**config.mk**
```make
export PLATFORM = sky130hd
export DESIGN_NAME = gauss3x3_stream
export DESIGN_NICKNAME = d
export VERILOG_FILES = /design/src/rtl/gauss_pkg.sv /design/src/rtl/gauss_ctrl.sv /design/src/rtl/gauss_window.sv /design/src/rtl/gauss_rowsum.sv /design/src/rtl/gauss3x3_stream.sv
export SDC_FILE = /design/constraint.sdc
export NUM_CORES = 1
export LEC_CHECK = 0
export ABC_AREA = 0
export BUFFER_PORTS_ARGS = -buffer_cell sky130_fd_sc_hd__buf_2
export CAP_MARGIN = 40
export CORE_ASPECT_RATIO = 1.5
export CORE_MARGIN = 5
export CORE_UTILIZATION = 56
export DETAILED_ROUTE_END_ITERATION = 10
export PLACE_DENSITY_LB_ADDON = 0.25
export SYNTH_ARGS = -nofsm -noshare
export SYNTH_HDL_FRONTEND = slang
export SYNTH_SLANG_ARGS = --single-unit
```
**constraint.sdc**
```tcl
create_clock -name clk -period 4.15 [get_ports clk]
set_clock_uncertainty 0.2 [all_clocks]
set_input_delay 0.2075 -clock clk [delete_from_list [all_inputs] [get_ports clk]]
set_output_delay 0.2075 -clock clk [all_outputs]
set_load 0.1 [all_outputs]
```
**src/rtl/gauss_pkg.sv**
```systemverilog
package gauss_pkg;
    // Control phase: filling the first two rows, or producing windows
    typedef enum logic {
        PH_FILL = 1'b0,
        PH_RUN  = 1'b1
    } phase_e;

    // Kernel weights sum to 16 -> shift by 4, round by adding half
    localparam int KERNEL_SHIFT = 4;
    localparam int ROUND_BIAS   = 1 << (KERNEL_SHIFT - 1);
    localparam int KERNEL_SIZE  = 3;

    // Largest weighted sum for a given pixel width
    function automatic int max_weighted_sum(input int pix_w);
        return ((1 << pix_w) - 1) << KERNEL_SHIFT;
    endfunction
endpackage

```
**src/rtl/gauss_ctrl.sv**
```systemverilog
module gauss_ctrl
    import gauss_pkg::*;
#(
    parameter int IMG_W = 10,
    parameter int IMG_H = 5
) (
    input  logic                          clk,
    input  logic                          rst,
    input  logic                          accept,
    output logic [$clog2(IMG_W)-1:0]      col,
    output logic [$clog2(IMG_H)-1:0]      row,
    output logic                          win_vld,
    output logic                          sum_vld,
    output logic                          out_vld
);
    localparam int COL_W = $clog2(IMG_W);
    localparam int ROW_W = $clog2(IMG_H);
    localparam logic [COL_W-1:0] COL_LAST = COL_W'(IMG_W - 1);
    localparam logic [ROW_W-1:0] ROW_LAST = ROW_W'(IMG_H - 1);
    localparam logic [COL_W-1:0] COL_FIRST_FULL = COL_W'(KERNEL_SIZE - 1);
    localparam logic [ROW_W-1:0] ROW_ENTER_RUN  = ROW_W'(KERNEL_SIZE - 2);

    phase_e phase;

    always_ff @(posedge clk) begin
        if (rst) begin
            col     <= '0;
            row     <= '0;
            phase   <= PH_FILL;
            win_vld <= 1'b0;
            sum_vld <= 1'b0;
            out_vld <= 1'b0;
        end else begin
            win_vld <= accept && (phase == PH_RUN) && (col >= COL_FIRST_FULL);
            sum_vld <= win_vld;
            out_vld <= sum_vld;
            if (accept) begin
                if (col == COL_LAST) begin
                    col <= '0;
                    if (row == ROW_LAST) begin
                        row   <= '0;
                        phase <= PH_FILL;
                    end else begin
                        row <= row + 1'b1;
                        if (row == ROW_ENTER_RUN)
                            phase <= PH_RUN;
                    end
                end else begin
                    col <= col + 1'b1;
                end
            end
        end
    end

    // position counters stay inside the frame
    assert_pos_range_R8: assert property (@(posedge clk) disable iff (rst)
        (col <= COL_LAST) && (row <= ROW_LAST));

    // the frame wraps to (0,0) after its last pixel
    assert_frame_wrap_R8: assert property (@(posedge clk) disable iff (rst)
        (accept && col == COL_LAST && row == ROW_LAST) |=> (col == '0 && row == '0));

    // a window is flagged only in the run phase
    assert_fill_no_window_R4: assert property (@(posedge clk) disable iff (rst)
        (phase == PH_FILL && accept) |=> !win_vld);
endmodule

```
**src/rtl/gauss_window.sv**
```systemverilog
module gauss_window #(
    parameter int PIX_W = 8,
    parameter int IMG_W = 10
) (
    input  logic                          clk,
    input  logic                          rst,
    input  logic                          shift_en,
    input  logic [PIX_W-1:0]              pix,
    output logic [2:0][2:0][PIX_W-1:0]    win    // [row: 0 oldest][col: 0 oldest]
);
    localparam int N_LINES = 2;

    logic [N_LINES-1:0][PIX_W-1:0] line_in;
    logic [N_LINES-1:0][PIX_W-1:0] line_out;
    logic [2:0][PIX_W-1:0]         col_new;

    assign line_in[0] = pix;
    assign line_in[1] = line_out[0];

    // Line stores: each one image row deep, chained
    for (genvar g = 0; g < N_LINES; g++) begin : g_line
        logic [PIX_W-1:0] taps [IMG_W];
        always_ff @(posedge clk) begin
            if (rst) begin
                for (int k = 0; k < IMG_W; k++) taps[k] <= '0;
            end else if (shift_en) begin
                taps[0] <= line_in[g];
                for (int k = 1; k < IMG_W; k++) taps[k] <= taps[k-1];
            end
        end
        assign line_out[g] = taps[IMG_W-1];
    end

    // Newest column of the window: two rows up, one row up, current
    assign col_new[0] = line_out[1];
    assign col_new[1] = line_out[0];
    assign col_new[2] = pix;

    for (genvar r = 0; r < 3; r++) begin : g_winrow
        always_ff @(posedge clk) begin
            if (rst) begin
                win[r] <= '0;
            end else if (shift_en) begin
                win[r][0] <= win[r][1];
                win[r][1] <= win[r][2];
                win[r][2] <= col_new[r];
            end
        end
    end

    // a cycle without an accepted pixel leaves the window untouched
    assert_hold_idle_R7: assert property (@(posedge clk) disable iff (rst)
        !shift_en |=> $stable(win));
endmodule

```
**src/rtl/gauss_rowsum.sv**
```systemverilog
module gauss_rowsum #(
    parameter int PIX_W  = 8,
    parameter bit CENTER = 1'b0
) (
    input  logic [PIX_W-1:0] left,
    input  logic [PIX_W-1:0] mid,
    input  logic [PIX_W-1:0] right,
    output logic [PIX_W+2:0] sum
);
    localparam int BASE_W = PIX_W + 2;

    logic [BASE_W-1:0] base;

    // weights 1,2,1 via one shift and two adds
    assign base = BASE_W'(left) + {1'b0, mid, 1'b0} + BASE_W'(right);

    if (CENTER) begin : g_center
        assign sum = {base, 1'b0};          // weights 2,4,2
    end else begin : g_outer
        assign sum = {1'b0, base};
    end
endmodule

```
**src/rtl/gauss3x3_stream.sv**
```systemverilog
module gauss3x3_stream
    import gauss_pkg::*;
#(
    parameter int PIX_W = 8,
    parameter int IMG_W = 10,
    parameter int IMG_H = 5
) (
    input  logic             clk,
    input  logic             rst,
    input  logic             in_valid,
    output logic             in_ready,
    input  logic [PIX_W-1:0] in_pix,
    output logic             out_valid,
    output logic [PIX_W-1:0] out_pix
);
    localparam int ROW_SUM_W = PIX_W + 3;
    localparam int ACC_W     = PIX_W + KERNEL_SHIFT;
    localparam int COL_W     = $clog2(IMG_W);
    localparam int ROW_W     = $clog2(IMG_H);

    logic                          accept;
    logic [2:0][2:0][PIX_W-1:0]    win;
    logic [2:0][ROW_SUM_W-1:0]     row_sum;
    logic [2:0][ROW_SUM_W-1:0]     row_sum_q;
    logic [ACC_W-1:0]              acc;
    logic [ACC_W-1:0]              acc_rnd;
    logic [COL_W-1:0]              col;
    logic [ROW_W-1:0]              row;
    logic                          win_vld;
    logic                          sum_vld;
    logic                          out_vld;

    assign in_ready = ~rst;
    assign accept   = in_valid & in_ready;

    gauss_ctrl #(.IMG_W(IMG_W), .IMG_H(IMG_H)) u_ctrl (
        .clk     (clk),
        .rst     (rst),
        .accept  (accept),
        .col     (col),
        .row     (row),
        .win_vld (win_vld),
        .sum_vld (sum_vld),
        .out_vld (out_vld)
    );

    gauss_window #(.PIX_W(PIX_W), .IMG_W(IMG_W)) u_window (
        .clk      (clk),
        .rst      (rst),
        .shift_en (accept),
        .pix      (in_pix),
        .win      (win)
    );

    // Three row units; the middle one uses the doubled weights
    for (genvar r = 0; r < 3; r++) begin : g_rows
        gauss_rowsum #(.PIX_W(PIX_W), .CENTER(r == 1)) u_row (
            .left  (win[r][0]),
            .mid   (win[r][1]),
            .right (win[r][2]),
            .sum   (row_sum[r])
        );
    end

    // Stage 1: register row sums
    always_ff @(posedge clk) begin
        if (rst) row_sum_q <= '0;
        else     row_sum_q <= row_sum;
    end

    // Stage 2: add, round, normalise
    assign acc     = ACC_W'(row_sum_q[0]) + ACC_W'(row_sum_q[1]) + ACC_W'(row_sum_q[2]);
    assign acc_rnd = acc + ACC_W'(ROUND_BIAS);

    always_ff @(posedge clk) begin
        if (rst) out_pix <= '0;
        else     out_pix <= acc_rnd[ACC_W-1:KERNEL_SHIFT];
    end

    assign out_valid = out_vld;

    // weighted total never exceeds 16 x max pixel
    assert_no_overflow_R6: assert property (@(posedge clk) disable iff (rst)
        32'(acc) <= max_weighted_sum(PIX_W));

    // an output follows an accepted pixel by exactly two further edges
    assert_latency_R5: assert property (@(posedge clk) disable iff (rst)
        out_valid |-> $past(accept, 3));

    // outputs come only from windows fully inside the frame
    assert_interior_only_R4: assert property (@(posedge clk) disable iff (rst)
        out_valid |-> ($past(row, 3) >= ROW_W'(2) && $past(col, 3) >= COL_W'(2)));

    // valid pipeline advances one stage per cycle
    assert_valid_chain_R5: assert property (@(posedge clk) disable iff (rst)
        win_vld |=> sum_vld);

    // ready is held whenever out of reset
    assert_ready_R2: assert property (@(posedge clk) disable iff (rst) in_ready);
endmodule

```
==> qor.yml <==
global_routing:
  grt_pass1_wl_um: 30500
  grt_max_degree: 145
  grt_overflow: 0
  grt_pass1_vias: 6435
  antenna_found_initial: 0
  grt_usage_pct: 15.1
clock_network:
  cts_inserted_buffers: 26
  clock-sinks: 281
  worstSkewPairLatency_ns: 0.52
  htree_levels: 1
  clock_path_buffers: 3
  clock-root-buffer: "clkbuf_16"
  path_clk_slew_ns: 0.06
  cts_setup_buffers: 0
  cts_tree: "built"
logic_synthesis:
  synth_compound_area_share_pct: 6.02
  synth_ff_type: "edfxtp_1"
  yosysUniqueCellTypes: 46
  async_flop_share_pct: 0
  synth-simple-area-share_pct: 13.7
  syn_inst: 912
  ys_ff_latch: 281
  ys_seq_area_share_pct: 61.1
  synth_edf_count: 160
  synth_top_family_by_area: "simple AND/OR/NAND/NOR gates"
  synthMuxAreaShare_pct: 4.84
  synthesis.nets: 1003
  yosys.area_share.xor_xnor_pct: 0.963
  ys_warn_count: 0
  synth_fa_ha_area_share_pct: 10.6
  syn_area_per_cell_um2: 13.0
  syn_area_mm2: 0.0118
setup_path:
  worst-path-buf-inv: 2
  cpMaxStageDelayCell: "fa_1"
  worstSetupPathType: "flop to flop"
  critical-path-top-delay-family: "adder cells"
  crit_path_max_fanout: 4
  r2r_start: "row_sum_q[4]$_SDFF_PP0_"
  worst_setup_path_end_kind: "flop"
  critPathArrivalTime_ns: 3.08
  crit_required_ns: 4.36
  crit_start: "row_sum_q[4]$_SDFF_PP0_"
  max_stage_delay_ns: 0.53
  crit_path_start_kind: "flop"
  path_cells: "inv_1, fa_1, inv_1, ha_1, ha_1, nand4_2, o221ai_2, nand4_1, a31oi_1, mux2_1"
timing:
  slew_headroom_pct: 51.2
  setup_slack_ns: 1.29
  setup_tns_ns: 0
  hold_viol_final: 0
  timing.fmax_mhz: 349
  slew_violations: 0
  setup_violations: 0
  fin_crit_sh_pct: 69.0
  fin_hold_ws_ns: 0.0204
  min_period_ns: 2.86
  worst_pin_slew_ns: 0.732
  rsz0062_at_grt: "no"
power_and_ir_drop:
  power.net_switching_mw: 1.24
  combPwrFrac_pct: 6.1
  peakVddDrop_mv: 0.367
  power_frac_seq_pct: 54.0
  p_int_mw: 4.57
  pwr-share-clk_pct: 39.9
  swShare_pct: 21.3
  p_per_area_mw_per_mm2: 442
  p_leak_nw: 5.65
detailed_routing:
  vias: 6321
  drc: 0
  drtAntennaViolNets: 0
  dr_wl_met2_um: 9060
  drtIter0Drc: 358
  drt-pass1-iter-count: 4
  avgViaCountPerCell: 5.15
  wl_met3_um: 485
  top_layer: "met4"
  wl_per_cell_um: 14.5
  wl_met1_um: 7880
  drt-total-wl_um: 17800
floorplan:
  initial_utilization_pct: 56.6
  io_pins: 21
  die_area_mm2: 0.0242
  rows: 65
  dieWidth_um: 129
  core_region_area_mm2: 0.0209
  die_h_um: 188
place:
  place_ws_ns: 1.26
  dp_hpwl_um: 11400
  finalWeightedCongestion: 0.797
  numPortBuffers: 20
final_layout:
  area_delta_synth_final_pct: 11.1
  drive_gt1_share_pct: 7.30
  final_nets: 1030
  final_cell_mix: "160 x and2_1, 160 x edfxtp_1, 121 x dfxtp_1, 87 x nor2_1, 56 x mux2i_1"
  num_antenna_cells: 0
min_path:
  hold_class: "input port to flop"
  min-delay-start: "in_valid"
outcome:
  status: "complete, no violations"
flow_run:
  drv_cap: 0
-- worst paths after layout --
check,end,slack [ns],depth (start not counted)
max reg2reg,out_pix[6]$_SDFF_PP0_,1.29,10
max,out_pix[6]$_SDFF_PP0_,1.29,10
min reg2reg,u_ctrl.out_vld$_SDFF_PP0_,0.24,1
min,u_window.win[4]$_SDFFE_PP0P_,0.02,3
-- what timing repair did --
item | in CTS | in global routing
resized for setup | 0 | 0
endpoints found under the hold margin | 28 | 0
setup endpoints to repair | 0 | 0
hold buffers | 9 | 0
-- synth_stat cells, types with 8 or more instances --
cell type    n  area [µm²]
xor2_1      10        87.6
nor3_1       8        40.0
buf_2        8        40.0
edfxtp_1   160        4800
nor2b_1     17         106
inv_1       43         161
a211oi_1    13        97.6
mux2i_1     56         561
ha_1        47         588
dfxtp_1    121        2420
a21o_1      19         143
clkbuf_1    26        97.6
and2_1     160        1000
fa_1        33         661
a21oi_1     17        85.1
o21ai_0     25         125
nor2_1      87         327
-- stage by stage --
stage / instance area (µm²) / utilization, % / instances / total power [mW]
final: 13100 / 62.8 / 1227 / 5.81
after CTS: 13100 / 62.8 / 1227 / 5.88
after global placement: 12200 / 58.2 / 1168 / 3.54
after floorplan: 11800 / - / 912 / 3.46
after global routing: 13100 / 62.8 / 1227 / 6.05
after detailed placement: 12200 / 58.4 / 1170 / 3.55
-- power by group through the flow --
stage	Sequential [mW]	Clock (mW)	Combinational (mW)
finish	3.13	2.32	0.355
detailed placement	3.19	0	0.355
global placement	3.19	0	0.345
CTS	3.14	2.38	0.363
floorplan	3.23	0	0.236
global route	3.15	2.50	0.397
-- state kept, by name, indices dropped and copies added (netlist names) --
signal / count
out_pix: 8
row_sum_q: 30
u_ctrl.col: 4
u_ctrl.out_vld: 1
u_ctrl.phase: 1
u_ctrl.row: 3
u_ctrl.sum_vld: 1
u_ctrl.win_vld: 1
u_window.g_line.taps: 160
u_window.win: 72
-- cells by family after synthesis --
family | after synthesis
simple gates | 296
flops | 281
compound gates | 104
buf+inv | 81
fa+ha+maj | 80
mux | 57
xor+xnor | 13
-- tightest hold or removal path, delay by kind of cell --
kind | cells | cell delay (ns)
buffers and inverters | 1 | 0.26
multiplexers | 1 | 0.17
AND/OR/NAND/NOR | 1 | 0.07
-- metal layers --
layer | vias to the layer above | track usage (%)
met5 | - | 0
met4 | 0 | 4.53
met3 | 32 | 2.42
li1 | 3188 | -
met2 | 52 | 25.8
met1 | 3049 | 19.8
-- final cells by class --
class / count / area [µm²]
clock buffer: 39 / 741
clock inverter: 9 / 93.8
fill: 1583 / 7760
inverter: 43 / 165
multi-input combinational: 550 / 4270
sequential: 281 / 7230
tap: 268 / 335
timing repair buffer: 37 / 300
(Power assumes the default switching activity.)
